### src/rtl/sample_summer_pkg.sv
package sample_summer_pkg;
  // Strobes sent from control to datapath each cycle
  typedef struct packed {
    logic zeroAcc;   // clear the total
    logic addRes;    // add the result
    logic loadRes;   // replace the total with the result
  } accStrobe_t;
endpackage

### src/rtl/sample_summer_ctrl.sv
module sample_summer_ctrl
  import sample_summer_pkg::*;
#(
  parameter int CNT_W = 3
) (
  input  logic             clk,
  input  logic             rstN,
  input  logic             convDone,
  input  logic             accumEn,
  input  logic [CNT_W-1:0] sampleCount,
  input  logic             clearAcc,
  input  logic             irqAck,
  output accStrobe_t       strobe,
  output logic [CNT_W-1:0] samplesLeft,
  output logic             irqFlag
);
  logic take;
  logic lastOne;
  logic irqAllowed;

  assign take       = convDone && !clearAcc && !irqAck;
  assign lastOne    = (samplesLeft == '0);
  assign irqAllowed = accumEn || (sampleCount == '0);

  always_comb begin
    strobe.zeroAcc = clearAcc;
    strobe.addRes  = take && accumEn;
    strobe.loadRes = take && !accumEn;
  end

  always_ff @(posedge clk) begin
    if (!rstN) begin
      samplesLeft <= '0;
      irqFlag     <= 1'b0;
    end else begin
      if (clearAcc || irqAck)
        samplesLeft <= sampleCount;
      else if (take && !lastOne)
        samplesLeft <= samplesLeft - 1'b1;

      if (irqAck)
        irqFlag <= 1'b0;
      else if (take && lastOne && irqAllowed)
        irqFlag <= 1'b1;
    end
  end
endmodule

### src/rtl/sample_summer_dp.sv
module sample_summer_dp
  import sample_summer_pkg::*;
#(
  parameter int RES_W = 12,
  parameter int ACC_W = 15
) (
  input  logic             clk,
  input  logic             rstN,
  input  accStrobe_t       strobe,
  input  logic [RES_W-1:0] convResult,
  output logic [ACC_W-1:0] accumValue
);
  localparam int PAD_W = ACC_W - RES_W;

  logic [ACC_W-1:0] resWide;
  assign resWide = {{PAD_W{1'b0}}, convResult};

  always_ff @(posedge clk) begin
    if (!rstN)
      accumValue <= '0;
    else if (strobe.zeroAcc)
      accumValue <= '0;
    else if (strobe.addRes)
      accumValue <= accumValue + resWide;
    else if (strobe.loadRes)
      accumValue <= resWide;
  end
endmodule

### src/rtl/sample_summer.sv
module sample_summer
  import sample_summer_pkg::*;
#(
  parameter int RES_W = 12,
  parameter int CNT_W = 3
) (
  input  logic                   clk,
  input  logic                   rstN,
  input  logic                   convDone,
  input  logic [RES_W-1:0]       convResult,
  input  logic                   accumEn,
  input  logic [CNT_W-1:0]       sampleCount,
  input  logic                   clearAcc,
  input  logic                   irqAck,
  output logic [RES_W+CNT_W-1:0] accumValue,
  output logic [CNT_W-1:0]       samplesLeft,
  output logic                   irqFlag
);
  localparam int ACC_W = RES_W + CNT_W;

  accStrobe_t strobe;

  sample_summer_ctrl #(.CNT_W(CNT_W)) u_ctrl (
    .clk(clk), .rstN(rstN), .convDone(convDone), .accumEn(accumEn),
    .sampleCount(sampleCount), .clearAcc(clearAcc), .irqAck(irqAck),
    .strobe(strobe), .samplesLeft(samplesLeft), .irqFlag(irqFlag)
  );

  sample_summer_dp #(.RES_W(RES_W), .ACC_W(ACC_W)) u_dp (
    .clk(clk), .rstN(rstN), .strobe(strobe), .convResult(convResult),
    .accumValue(accumValue)
  );
endmodule

### config.mk
export PLATFORM = sky130hd
export DESIGN_NAME = sample_summer
export DESIGN_NICKNAME = d
export VERILOG_FILES = /design/src/rtl/sample_summer_pkg.sv /design/src/rtl/sample_summer_ctrl.sv /design/src/rtl/sample_summer_dp.sv /design/src/rtl/sample_summer.sv
export SDC_FILE = /design/constraint.sdc
export NUM_CORES = 1
export LEC_CHECK = 0
export ABC_CLOCK_PERIOD_IN_PS = 6110
export BUFFER_PORTS_ARGS = -buffer_cell sky130_fd_sc_hd__buf_4
export CORE_MARGIN = 8
export CORE_UTILIZATION = 35
export DETAILED_ROUTE_END_ITERATION = 8
export HOLD_SLACK_MARGIN = 0.1
export PLACE_DENSITY = 0.65
export SLEW_MARGIN = 15
export SYNTH_ARGS = -nofsm -noshare
export SYNTH_HDL_FRONTEND = slang
export SYNTH_SLANG_ARGS = --single-unit
### constraint.sdc
create_clock -name clk -period 6.11 [get_ports clk]
set_clock_uncertainty 0.15 [all_clocks]
set_input_delay 0.611 -clock clk [delete_from_list [all_inputs] [get_ports clk]]
set_output_delay 0.611 -clock clk [all_outputs]
set_load 0.02 [all_outputs]
==> out/results.ini, run 1 <==
[status]
status=complete, no violations

[timing]
fin_tns_setup_ns=0
fin_crit_sh=0.4122
relSlewSlack=0.5017
rsz0062_at_grt=false
max_freq_ghz=0.3971
whs_ns=0.3411
slew_violations=0
hold_viol=0
min_period_ns=2.519
tightest_slew_ns=0.7466
setup_viol=0

[worst_setup_path]
crit_slowest_cell=fa_1
crit_start=convResult[0]
criticalPathCategory=input port to flop
crit_path_max_fanout=4
r2r-end=u_dp.accumValue[12]$_SDFFE_PP0P_
r2r_cells=9
cp.arrival_ns=2.56
r2r_slack_ns=3.64
cpPeakStageDelay_ns=0.39
reg2reg_from=u_dp.accumValue[0]$_SDFFE_PP0P_
worstSetupStartpointType=input port
cp-endpoint=u_dp.accumValue[12]$_SDFFE_PP0P_
crit_chain=buf_4 -> ha_1 -> inv_1 -> fa_1 -> and2b_1 -> o2111ai_2 -> a21oi_2 -> o41ai_2 -> or3_1 -> a31oi_1
end_kind=flop
cp_data_required_time_ns=6.15

[global_routing]
grt_max_degree=20
grt_pass1_wl_mm=6.216
grt-ovfl-total=0
grt_pass1_vias=1310
antenna_found_initial=0
grt_usage=0.1176

[flow_run]
cap_violations=0

[placement]
place_congestion=0.7733
place_inst=260
hpwlAfterDp_mm=2.936
dpl-instance-area_um2=1790
portBuffers=39

[cells_and_area]
fin_cells=264
syn2layout_area_growth_pct=26.23
num-nets-final=251
layout-drive-gt1-share=0.2243
final_area_um2=1837
n_antenna_cell=0

[power]
ir_drop_mv=0.09130
p_per_area_nw_per_um2=160.3
power_mw=0.2945
leakage_nw=0.8077

[synth]
synth_nets=212
synth-seq-cells=19
synthTopCellsByCount=dfxtp_1, a21oi_1, ha_1, nand2_1, nor2_1
synth_area_um2=1455
synth_most_common_cell=dfxtp_1
avgSynthCellArea_um2=8.268
synth_cells=176
synthArstFlopShare=0
seq_area_frac_synth=0.2614
synth_area_leaders=dfxtp_1, ha_1, a21oi_1
synth_cell_types=44
synth_top_area_share=0.2614
synth-edff-count=0
yosysWarnings=0
synth.largest_area_cell=dfxtp_1
ys.flop_type=dfxtp_1

[clocking]
clock-sinks=19
insertion_delay_ns=0.26
htreeDepth=1
clk_pin_slew_ns=0.07
cts_setup_buffers=0
cts_buffers=3
clock_path_buffers=2
cts_tree=built
cts_hold_buf=0
ctsRootBufferMaster=clkbuf_8
ctsResizeCount=0

[floorplanning]
die_w_um=80.48
coreArea_um2=4000
die_y_um=80.48
pin_count=40
die_area_um2=6477
start_util=0.3638
rows=23

[route]
wl_per_cell_um=14.14
vias=1386
routed_wl_mm=3.733
first_pass_iters=4
viasPerCell=5.250
drtIter0Drc=57
drcViolationCount=0
ant_nets=0

[worst_hold_path]
min_path_type=flop to flop

report_power, final:
group / switching [mW] / leakage, nW / internal [mW]
clock: 0.0465 / 0.0255 / 0.0455
combinational: 0.0385 / 0.628 / 0.0340
sequential: 0.00283 / 0.154 / 0.127
total: 0.0879 / 0.808 / 0.207
worst min path at each step:
stage                                          start                               end  slack [ns]  cells past startpoint
global route        u_dp.accumValue[14]$_SDFFE_PP0P_  u_dp.accumValue[14]$_SDFFE_PP0P_        0.36                      2
finish              u_dp.accumValue[14]$_SDFFE_PP0P_  u_dp.accumValue[14]$_SDFFE_PP0P_        0.34                      2
detailed placement  u_dp.accumValue[14]$_SDFFE_PP0P_  u_dp.accumValue[14]$_SDFFE_PP0P_        0.33                      2
CTS                 u_dp.accumValue[14]$_SDFFE_PP0P_  u_dp.accumValue[14]$_SDFFE_PP0P_        0.34                      2
global placement    u_dp.accumValue[14]$_SDFFE_PP0P_  u_dp.accumValue[14]$_SDFFE_PP0P_        0.32                      2
floorplan           u_dp.accumValue[14]$_SDFFE_PP0P_  u_dp.accumValue[14]$_SDFFE_PP0P_        0.41                      2
state kept, by name (all words and copies together) (netlist names):
register / cells
u_ctrl.irqFlag: 1
u_ctrl.samplesLeft: 3
u_dp.accumValue: 15
routing by layer:
metal,GRT usage,part of all wire,up-vias
met4,0.02182,0.0072,0
li1,-,-,724
met5,0,0,-
met2,0.1772,0.42,31
met1,0.1609,0.52,627
met3,0.03460,0.056,4
cell usage in the layout, fill, tap and decap left out, types with 2 or more instances in the layout:
cell	Yosys	final
buf_4	0	39
dfxtp_1	19	19
a21oi_1	18	18
nor2_1	14	14
nand2_1	14	14
ha_1	14	14
o21ai_0	10	10
xor2_1	7	7
mux2i_1	7	7
inv_1	6	6
nor3b_1	5	5
a211oi_1	5	5
a21o_1	4	4
nand3_1	4	4
o22ai_1	4	4
nor3_1	4	4
xnor2_1	4	4
nand2b_1	3	3
o211a_1	3	3
clkbuf_8	0	3
or3_1	2	2
a31oi_1	2	2
o21ai_1	2	2
area by class of cell:
cell class | count | area [um2]
Fill cell | 416 | 2163
Multi-Input combinational cell | 146 | 1032
Sequential cell | 19 | 380.4
Timing Repair Buffer | 39 | 292.8
Tap cell | 50 | 62.56
Clock buffer | 3 | 41.29
Inverter | 6 | 22.52
Clock inverter | 1 | 5.005
cell families (layout without fill, tap and decap cells):
group	after synthesis	in the layout	synth area share
flip-flops	19	19	0.2614
adder cells (fa/ha/maj)	15	15	0.1341
AO/OA/AOI/OAI	58	58	0.2614
multiplexers	7	7	0.04815
buffers and inverters	11	49	0.02923
AND/OR/NAND/NOR	55	55	0.1995
XOR/XNOR	11	11	0.06621
critical path: cells and delay by family:
kind	cells	cell delay, ns
adders and majority gates	2	0.58
buffers and inverters	2	0.14
AOI/OAI and AO/OA	4	0.63
and+or+nand+nor	2	0.59
stage by stage:
step                setup WS, ns    util
finish                     3.591  0.4592
floorplan                  3.556       -
global placement           3.364  0.4476
detailed placement         3.323  0.4476
CTS                        3.596  0.4592
global route               3.449  0.4592
Power figures use the tool's default switching activity.
==> run 2, diff against run 1 <==
Settings changed: ABC_CLOCK_PERIOD_IN_PS 6110 to 2500.
Clock period 6.11 ns to 2.5 ns, I/O delays scaled along.
==> out/results.ini, run 2 (synthesis gave the netlist of run 1 again) <==
[status]
status=complete, no violations  ; unchanged

[floorplanning]
pin_count=40  ; unchanged
die_area_um2=6477  ; unchanged
coreArea_um2=4000  ; unchanged
die_w_um=80.48  ; unchanged
die_y_um=80.48  ; unchanged
rows=23  ; unchanged
start_util=0.3638  ; unchanged

[global_routing]
grt-ovfl-total=0  ; unchanged
grt_pass1_vias=1277  ; was 1310
grt_pass1_wl_mm=6.327  ; was 6.216 mm
grt_usage=0.1193  ; was 0.1176
antenna_found_initial=0  ; unchanged
grt_max_degree=19  ; was 20

[cells_and_area]
fin_util=0.4717  ; was 0.4592
n_antenna_cell=0  ; unchanged
regMostFlops=u_dp.accumValue  ; unchanged
num-nets-final=256  ; was 251
syn2layout_area_growth_pct=29.66  ; was 26.23%
reg_top3=u_dp.accumValue x15, u_ctrl.samplesLeft x3, u_ctrl.irqFlag x1  ; unchanged
final_cell_mix=buf_4, a21oi_1, dfxtp_1  ; was buf_4, dfxtp_1, a21oi_1
layout-drive-gt1-share=0.2374  ; was 0.2243
mostFrequentLayoutCell=buf_4  ; unchanged
largest_register_ffs=15  ; unchanged

[timing]
tightest_slew_ns=0.4207  ; was 0.7466 ns
fin_crit_sh=0.9365
rsz0062_at_grt=false  ; unchanged
hold_viol=0  ; unchanged
fin_tns_setup_ns=0  ; unchanged
slew_violations=0  ; unchanged
min_period_ns=2.341
max_freq_ghz=0.4271
setup_viol=0  ; unchanged
relSlewSlack=0.7189  ; was 0.5017

[route]
viasPerCell=5.283  ; was 5.250
vias=1421  ; was 1386
ant_nets=0  ; unchanged
drcViolationCount=0  ; unchanged
drtIter0Drc=61  ; was 57
routed_wl_mm=3.856  ; was 3.733 mm
first_pass_iters=4  ; unchanged
wl_per_cell_um=14.33  ; was 14.14 um

[worst_setup_path]
end_kind=flop  ; unchanged
criticalPathCategory=flop to flop  ; was input port to flop
cp_data_required_time_ns=2.54  ; was 6.15 ns
worstSetupStartpointType=flop  ; was input port
crit_start=u_dp.accumValue[0]$_SDFFE_PP0P_  ; was convResult[0]
reg2reg_from=u_dp.accumValue[0]$_SDFFE_PP0P_  ; unchanged
crit_path_max_fanout=4  ; unchanged
cp.arrival_ns=2.38  ; was 2.56 ns

[clocking]
cts_tree=built  ; unchanged
insertion_delay_ns=0.26  ; about the same
clock_path_buffers=2  ; unchanged
clock-sinks=19  ; unchanged
cts_buffers=3  ; unchanged
ctsRootBufferMaster=clkbuf_8  ; unchanged
htreeDepth=1  ; unchanged
clk_pin_slew_ns=0.09  ; was 0.07 ns

[placement]
portBuffers=39  ; unchanged
hpwlAfterDp_mm=2.959  ; was 2.936 mm
place_congestion=0.7833  ; was 0.7733

[power]
p_per_area_nw_per_um2=386.8  ; was 160.3 nW/um2
leakage_nw=0.8254  ; was 0.8077 nW
ir_drop_mv=0.2110  ; was 0.09130 mV

[flow_run]
cap_violations=0  ; unchanged

[worst_hold_path]
min_path_type=input port to flop  ; was flop to flop
worstHoldStart=rstN  ; was u_dp.accumValue[14]$_SDFFE_PP0P_

## run 2: cell count changes in the layout (fill, tap and decap cells not counted), sizes merged
cell,change
clkbuf,+1
clkinv,-1
dlygate4sd3,+3
buf,+2
## run 2: critical path, stage by stage, from the launching register on
cell	delay, ns
dfxtp_2	0.34
ha_2	0.18
inv_1	0.05
fa_2	0.34
and2b_1	0.23
o2111ai_2	0.17
a21oi_2	0.19
o41ai_2	0.11
or3_1	0.35
a31oi_1	0.15
## run 2: through the flow
step	hold WS, ns	total power [mW]	setup slack [ns]	instances	instance area [um2]
4_1_cts	0.1198	0.7362	0.06075	268	1873
3_3_place_gp	0.3159	0.5024	0.1197	261	1798
2_1_floorplan	0.1761	0.4376	0.05518	176	1455
3_5_place_dp	0.3175	0.5033	0.07170	261	1798
6_report	0.1251	0.7298	0.1588	269	1887
5_1_grt	0.1324	0.7652	0.03931	269	1887
## run 2: final timing paths
check | slack, ns | endpoint | cells after the start
max | 0.16 | u_dp.accumValue[12]$_SDFFE_PP0P_ | 9
min reg2reg | 0.34 | u_dp.accumValue[14]$_SDFFE_PP0P_ | 2
max reg2reg | 0.16 | u_dp.accumValue[12]$_SDFFE_PP0P_ | 9
min | 0.13 | u_ctrl.samplesLeft[0]$_SDFFE_PN0P_ | 2
## run 2: metal layers
metal / global-route usage / part of all wire
met4: 0.02182 / 0.0044
met5: 0 / 0
met2: 0.1764 / 0.42
met3: 0.02902 / 0.068
met1: 0.1696 / 0.51
## run 2: power breakdown
group	total, mW	internal (mW)	switching, mW
Combinational	0.183	0.0867	0.0964
Clock	0.229	0.114	0.115
Sequential	0.318	0.311	0.00671
Total	0.730	0.511	0.219
## run 2: layout make-up
cell class | instances | area (um2)
fill | 403 | 2113
multi-input combinational | 146 | 1037
sequential | 19 | 381.6
timing repair buffer | 44 | 337.8
tap | 50 | 62.56
clock buffer | 4 | 45.04
inverter | 6 | 22.52
## run 2: what timing repair did
action                                 4_1_cts  5_1_grt
endpoints found under the hold margin        3        0
resized for setup                            0        3
hold buffers                                 3        0
setup buffers                                0        1
setup endpoints to repair                    0        2
